### config.mk
export PLATFORM = sky130hd
export DESIGN_NAME = reg_bus_xcvr
export DESIGN_NICKNAME = d
export VERILOG_FILES = /design/src/rtl/xcvr_pkg.sv /design/src/rtl/xcvr_store.sv /design/src/rtl/xcvr_drive.sv /design/src/rtl/xcvr_stagger_mon.sv /design/src/rtl/reg_bus_xcvr.sv
export SDC_FILE = /design/constraint.sdc
export NUM_CORES = 1
export LEC_CHECK = 0
export ABC_AREA = 1
export CORE_MARGIN = 5
export CORE_UTILIZATION = 41
export CTS_BUF_LIST = sky130_fd_sc_hd__clkbuf_8
export DETAILED_ROUTE_END_ITERATION = 8
export PLACE_DENSITY = 0.87
export SLEW_MARGIN = 20
export SYNTH_ARGS = -nofsm -noshare
export SYNTH_HDL_FRONTEND = slang
export SYNTH_SLANG_ARGS = --single-unit
### constraint.sdc
create_clock -name clk -period 1.2 [get_ports clk]
set_input_delay 0.3 -clock clk [delete_from_list [all_inputs] [get_ports clk]]
set_output_delay 0.3 -clock clk [all_outputs]
set_load 0.01 [all_outputs]
### src/rtl/xcvr_pkg.sv
package xcvr_pkg;
    // Source chosen by a direction's select input.
    typedef enum logic {
        SRC_LIVE   = 1'b0,
        SRC_STORED = 1'b1
    } src_e;
endpackage

### src/rtl/xcvr_store.sv
module xcvr_store #(
    parameter int W = 8
) (
    input  logic         clk,
    input  logic         rst,
    input  logic         cap,
    input  logic [W-1:0] d,
    output logic [W-1:0] q
);
    typedef struct packed {
        logic [W-1:0] data;
    } store_t;

    store_t st_d, st_q;

    always_comb begin
        st_d = st_q;
        if (cap) begin
            st_d.data = d;
        end
    end

    always_ff @(posedge clk) begin
        if (rst) begin
            st_q <= '0;
        end else begin
            st_q <= st_d;
        end
    end

    assign q = st_q.data;

    // a strobe loads the bus value, no strobe holds the value
    p_load_r2: assert property (@(posedge clk) disable iff (rst)
        cap |=> (q == $past(d)));
    p_hold_r3: assert property (@(posedge clk) disable iff (rst)
        !cap |=> $stable(q));
    // reset clears the register
    p_reset_r1: assert property (@(posedge clk)
        rst |=> (q == '0));
endmodule

### src/rtl/xcvr_drive.sv
module xcvr_drive #(
    parameter int   W             = 8,
    parameter logic OE_ACTIVE_LOW = 1'b0
) (
    input  logic [W-1:0] live,
    input  logic [W-1:0] stored,
    input  logic         sel,
    input  logic         en,
    output logic [W-1:0] out,
    output logic [W-1:0] oe
);
    import xcvr_pkg::*;

    src_e src;
    logic act;

    assign src = src_e'(sel);

    for (genvar g = 0; g < W; g++) begin : g_chan
        assign out[g] = (src == SRC_STORED) ? stored[g] : live[g];
    end

    if (OE_ACTIVE_LOW) begin : g_low
        assign act = ~en;
    end else begin : g_high
        assign act = en;
    end

    assign oe = {W{act}};
endmodule

### src/rtl/xcvr_stagger_mon.sv
module xcvr_stagger_mon (
    input  logic clk,
    input  logic rst,
    input  logic cap_ab,
    input  logic cap_ba,
    input  logic sel_ab,
    input  logic sel_ba,
    output logic err
);
    typedef struct packed {
        logic err;
    } mon_t;

    mon_t m_d, m_q;

    always_comb begin
        m_d = m_q;
        if (cap_ab && cap_ba && (sel_ab || sel_ba)) begin
            m_d.err = 1'b1;
        end
    end

    always_ff @(posedge clk) begin
        if (rst) begin
            m_q <= '0;
        end else begin
            m_q <= m_d;
        end
    end

    assign err = m_q.err;

    // a violation sets the flag, and the flag never drops without reset
    p_set_r11: assert property (@(posedge clk) disable iff (rst)
        (cap_ab && cap_ba && (sel_ab || sel_ba)) |=> err);
    p_sticky_r11: assert property (@(posedge clk) disable iff (rst)
        err |=> err);

    p_clear_r1: assert property (@(posedge clk)
        rst |=> !err);
endmodule

### src/rtl/reg_bus_xcvr.sv
module reg_bus_xcvr #(
    parameter int W = 8
) (
    input  logic         clk,
    input  logic         rst,
    input  logic [W-1:0] a_in,
    output logic [W-1:0] a_out,
    output logic [W-1:0] a_oe,
    input  logic [W-1:0] b_in,
    output logic [W-1:0] b_out,
    output logic [W-1:0] b_oe,
    input  logic         cap_ab,
    input  logic         cap_ba,
    input  logic         sel_ab,
    input  logic         sel_ba,
    input  logic         en_ab,
    input  logic         en_ba_n,
    output logic         stagger_err
);
    logic [W-1:0] ab_q;
    logic [W-1:0] ba_q;

    // Storage registers, one per direction
    xcvr_store #(.W(W)) u_store_ab (
        .clk(clk), .rst(rst), .cap(cap_ab), .d(a_in), .q(ab_q)
    );
    xcvr_store #(.W(W)) u_store_ba (
        .clk(clk), .rst(rst), .cap(cap_ba), .d(b_in), .q(ba_q)
    );

    // Output paths: toward B (active-high enable), toward A (active-low enable)
    xcvr_drive #(.W(W), .OE_ACTIVE_LOW(1'b0)) u_drive_b (
        .live(a_in), .stored(ab_q), .sel(sel_ab), .en(en_ab),
        .out(b_out), .oe(b_oe)
    );
    xcvr_drive #(.W(W), .OE_ACTIVE_LOW(1'b1)) u_drive_a (
        .live(b_in), .stored(ba_q), .sel(sel_ba), .en(en_ba_n),
        .out(a_out), .oe(a_oe)
    );

    xcvr_stagger_mon u_mon (
        .clk(clk), .rst(rst), .cap_ab(cap_ab), .cap_ba(cap_ba),
        .sel_ab(sel_ab), .sel_ba(sel_ba), .err(stagger_err)
    );

    // a value loaded from A reaches B one edge later through the stored path
    p_stored_ab_r4: assert property (@(posedge clk) disable iff (rst)
        (cap_ab && sel_ab) |=> (!sel_ab || (b_out == $past(a_in))));
    // same for the B-to-A direction
    p_stored_ba_r5: assert property (@(posedge clk) disable iff (rst)
        (cap_ba && sel_ba) |=> (!sel_ba || (a_out == $past(b_in))));
    // isolation drives neither bus
    p_isolate_r7: assert property (@(posedge clk) disable iff (rst)
        (!en_ab && en_ba_n) |-> ((a_oe == '0) && (b_oe == '0)));
    // both enables active means both buses are driven
    p_dual_drive_r8: assert property (@(posedge clk) disable iff (rst)
        (en_ab && !en_ba_n) |-> ((a_oe == '1) && (b_oe == '1)));
endmodule

After elaboration in Yosys (flattened, before gate mapping). Index checks and enable logic that the tools add are counted.

Output and inout port bits: 33. Bits in registers: 17. Logic and storage cells: 23. Input port bits: 24.

Reductions and logical operators: 3. Bitwise logic cells: 1. Mux-type cells: 16.

Operators with widths (number): two-way mux 1 bit (16); logical AND 1 bit (2); logical OR 1 bit (1); inverter 1 bit (1).

Longest topological paths before layout.
Depth in word-level cells: 2. Gate-level depth with buffers: 5. Gate-level depth less buffers: 4.

By module. A second synthesis with hierarchy kept.

Cell total of the unflattened synthesis: 180. Area total of the unflattened synthesis: 1072.3 µm².

Modules (own cells, without submodules): xcvr_store (area an instance 341.6 µm², cells an instance 51, times used 2, seq. area each 160.2 µm²); xcvr_drive at u_drive_a (area an instance 168.9 µm², cells an instance 35, times used 1, seq. area each 0.0 µm²); xcvr_drive at u_drive_b (area an instance 165.2 µm², cells an instance 34, times used 1, seq. area each 0.0 µm²); xcvr_stagger_mon (area an instance 55.1 µm², cells an instance 9, times used 1, seq. area each 20.0 µm²).

Worst setup path before layout. Ideal clock, no wire load.

Path kind: input to output. From: input port sel_ba. To: output port a_out[5]. Buffers on the path: 1. Data required time: 0.900 ns. Stages on the path: 2. Slack: 0.155 ns. Arrival: 0.745 ns. Cell sequence: buf_2 -> o21ai_0.

Word-level cells in the longest chain between the ends: 1.

Ends and longest elaborated chain: start: declaration (line reg_bus_xcvr.sv:15) `input logic sel_ba,`; two-way mux 1 bit (line xcvr_drive.sv:20) `assign out[g] = (src == SRC_STORED) ? stored[g] : live[g];`; end: declaration (line reg_bus_xcvr.sv:7) `output logic [W-1:0] a_out,`.

No other way between the ends.

Worst setup path in the final report.
From: input port en_ba_n. To: output port a_oe[7].

Word-level cells in the longest chain between the ends: 1.

Ends and longest elaborated chain: start: declaration (line reg_bus_xcvr.sv:17) `input logic en_ba_n,`; inverter 1 bit (line xcvr_drive.sv:24) `assign act = ~en;`; end: declaration (line reg_bus_xcvr.sv:8) `output logic [W-1:0] a_oe,`.

No other way between the ends.

==> reports/qor.csv <==
metric;value;unit
net switching power of the design;0.361;mW
Port Buf Inserts;47;
async set or reset register ratio after synthesis;0;
transition time at the pin with the least slew margin;0.210;ns
setup repair after global routing missed its margin;false;
normalized max-slew margin;0.859;
number of antenna violations at the first check in global routing;0;
root buffer cell;sky130_fd_sc_hd__clkbuf_8;
DR iter-0 viols;7;
last weighted congestion value of the routability-driven placer;0.757;
gate count after technology mapping;141;
Final Skew;0;ns
summed instance area of the synthesized netlist;951;sq um
arrival time of the worst setup path;0.86;ns
final worst-path cycle share;0.967;
syn_nets;165;
Clock Path Buffers;2;
via count of the first global-routing pass;1016;
worst reg2reg endpoint;u_store_ba.q[6]$_SDFFE_PP0P_;
combinational share of power;0.265;
result of the run;finished clean;
post-synthesis cell type with the largest combined area;sky130_fd_sc_hd__dfxtp_1;
Max Transition Viols Final;0;
number of nets in the finished design;223;
clock tree sinks;17;
Reg2Reg Launch Point;u_store_ba.q[6]$_SDFFE_PP0P_;
Vert. Die Dim;58.2;um
type of destination of the critical path;output port;
global route total overflow;0;
number of H-tree levels;1;
Layout area overhead;51.4;%
Setup TNS;0;ns
overall power;1.38;mW
post-route design area;1440;sq um
critical path startpoint category;input pin;
clock buffers created by TritonCTS;3;
half-perimeter wire length after detailed placement;1880;um
number of warning messages in the yosys log;0;
clock tree from TritonCTS;yes;
cell depth of the worst flop-to-flop path;3;
Max Cap Viol;0;
most common cell in the netlist;sky130_fd_sc_hd__nand2_1;
final wirelength;2480;um
worst slack at placement;-0.753;ns
fraction of post-synthesis cell area in the top cell type by area;0.358;
least setup slack across all paths after layout;0.0399;ns
worst setup path endpoint;a_oe[7];
sequential-to-total area share from yosys stat;0.358;
Max Fclk;862;MHz
top cells by area, synth;sky130_fd_sc_hd__dfxtp_1, sky130_fd_sc_hd__nand2_1, sky130_fd_sc_hd__buf_4;
area of the core;2210;sq um
Post-synth EDFFs;0;
cell-internal power;1.01;mW
number of failing hold endpoints at the final stage;0;
number of unique standard cell types used by synthesis;14;
Diodes inserted;0;
required time of the critical path;0.90;ns
first-pass detailed-route iteration total;5;
cell area power density;955;nW/um^2
Site Rows;17;
vias after detailed routing;1034;
fraction of power consumed by the clock network;0.287;
width of the die;58.2;um
number of vias per cell;4.58;
filler cell count in the final layout;204;
fraction of final layout cells sized beyond drive strength 1;0.343;
cell area after placement;1430;sq um
final period demand of the worst path;1.16;ns
maximum number of pins on one net before global-route repair;18;
routed wire length per instance;11.0;um
worst setup path startpoint;en_ba_n;
Final ANT Viol Nets;0;
Synth Flop Type;sky130_fd_sc_hd__dfxtp_1;
met2 layer usage reported by global route;0.277;
number of endpoints failing setup at the final stage;0;
most used standard cells in the synthesized netlist;sky130_fd_sc_hd__nand2_1, sky130_fd_sc_hd__buf_4, sky130_fd_sc_hd__dfxtp_1;
Worst-Skew Late Latency;0.24;ns
maximum fanout encountered on the critical timing path;8;
I/O pin total;57;
critical path start-end classification;input pin to output port;
clock transition at the registers of the reported paths;0.06;ns
DIE AREA;3380;sq um
post-detailed-route DRC marker count;0;
class of the worst hold path;flop to flop;
met3 Use GR;0.0445;
grt met1 use;0.160;
global router's overall resource usage;0.147;
register bit count reported by yosys;17;
Hold-fix buffers, CTS;0;
leakage power total;0.772;nW
share of total power consumed by net switching;0.262;
most congested layer reported by global routing;met2;
wire length of the first global-routing pass;4070;um
share of total power in sequential cells;0.448;
starting utilization of the core area;0.430;
average cell area after synthesis;6.74;sq um
peak supply drop;0.674;mV
worst reg2reg setup slack;0.52;ns
-- per-stage QoR --
stage,hold WS (ns),cells,utilization
after floorplan,0.439,141,-
after global placement,0.444,211,0.648
after detailed placement,0.449,211,0.648
after CTS,0.456,225,0.658
after global routing,0.469,226,0.651
final,0.452,226,0.651
-- timing repair --
action	4_1_cts	5_1_grt
pin swaps	5	0
gates resized for setup	125	5
setup endpoints to repair	25	8
setup buffers	10	1
-- area by class of cell --
cell class	count	area, sq um	area share
clock buffers	3	41.3	0.0287
clock inverters	1	3.75	0.00261
inverters	12	47.5	0.0330
multi-input cells	90	402	0.279
flip-flops and latches	17	342	0.237
well taps	28	35.0	0.0243
repair buffers	75	569	0.395
-- sequential cells by signal, summed over array words and instances (netlist names) --
register      flops
u_store_ab.q      8
u_mon.err         1
u_store_ba.q      8
-- worst max-delay path, stage by stage --
cell and delay [ns]:
sky130_fd_sc_hd__dlygate4sd2_1 0.23, sky130_fd_sc_hd__inv_2 0.09, sky130_fd_sc_hd__clkdlybuf4s15_2 0.23
-- cell families after synthesis --
group / after synthesis / share of synthesized area
DFF: 17 / 0.358
and+or+nand+nor: 68 / 0.271
AOI/OAI and AO/OA: 22 / 0.151
buffers and inverters: 34 / 0.220
-- per-layer routing --
metal	share of wire	up-vias
met4	0.011	0
met5	0	-
met2	0.49	46
met1	0.41	452
li1	-	532
met3	0.089	4
-- how the worst min path moves through the flow --
| stage | startpoint | to | slack (ns) | cells past startpoint |
|---|---|---|---|---|
| 2_1_floorplan | u_store_ab.q[4]$_SDFFE_PP0P_ | u_store_ab.q[4]$_SDFFE_PP0P_ | 0.44 | 2 |
| 4_1_cts | u_mon.err$_SDFFE_PP0P_ | u_mon.err$_SDFFE_PP0P_ | 0.46 | 2 |
| 3_3_place_gp | u_mon.err$_SDFFE_PP0P_ | u_mon.err$_SDFFE_PP0P_ | 0.44 | 2 |
| 3_5_place_dp | u_mon.err$_SDFFE_PP0P_ | u_mon.err$_SDFFE_PP0P_ | 0.45 | 2 |
| 6_report | u_mon.err$_SDFFE_PP0P_ | u_mon.err$_SDFFE_PP0P_ | 0.45 | 2 |
| 5_1_grt | a_in[2] | u_store_ab.q[2]$_SDFFE_PP0P_ | 0.47 | 3 |
-- placed cells by master (no fill, tap or decap) --
| cell type | count |
|---|---|
| sky130_fd_sc_hd__a211oi_1 | 3 |
| sky130_fd_sc_hd__a211oi_2 | 2 |
| sky130_fd_sc_hd__a21oi_1 | 9 |
| sky130_fd_sc_hd__a21oi_2 | 3 |
| sky130_fd_sc_hd__buf_12 | 1 |
| sky130_fd_sc_hd__buf_2 | 22 |
| sky130_fd_sc_hd__buf_4 | 26 |
| sky130_fd_sc_hd__buf_6 | 2 |
| sky130_fd_sc_hd__clkbuf_8 | 3 |
| sky130_fd_sc_hd__clkdlybuf4s15_2 | 3 |
| sky130_fd_sc_hd__clkdlybuf4s50_1 | 3 |
| sky130_fd_sc_hd__dfxtp_1 | 16 |
| sky130_fd_sc_hd__dfxtp_2 | 1 |
| sky130_fd_sc_hd__dlygate4sd2_1 | 18 |
| sky130_fd_sc_hd__inv_1 | 9 |
| sky130_fd_sc_hd__inv_2 | 3 |
| sky130_fd_sc_hd__inv_4 | 1 |
| sky130_fd_sc_hd__nand2_1 | 63 |
| sky130_fd_sc_hd__nor2_1 | 4 |
| sky130_fd_sc_hd__nor2_2 | 1 |
| sky130_fd_sc_hd__o21ai_1 | 5 |
-- power by group through the flow --
stage | Combinational (mW) | Sequential [mW] | Clock [mW]
2_1_floorplan | 0.202 | 0.625 | 0
3_3_place_gp | 0.395 | 0.626 | 0
3_5_place_dp | 0.404 | 0.627 | 0
4_1_cts | 0.367 | 0.615 | 0.408
5_1_grt | 0.401 | 0.619 | 0.440
6_report | 0.364 | 0.616 | 0.395
(Power assumes the default switching activity.)
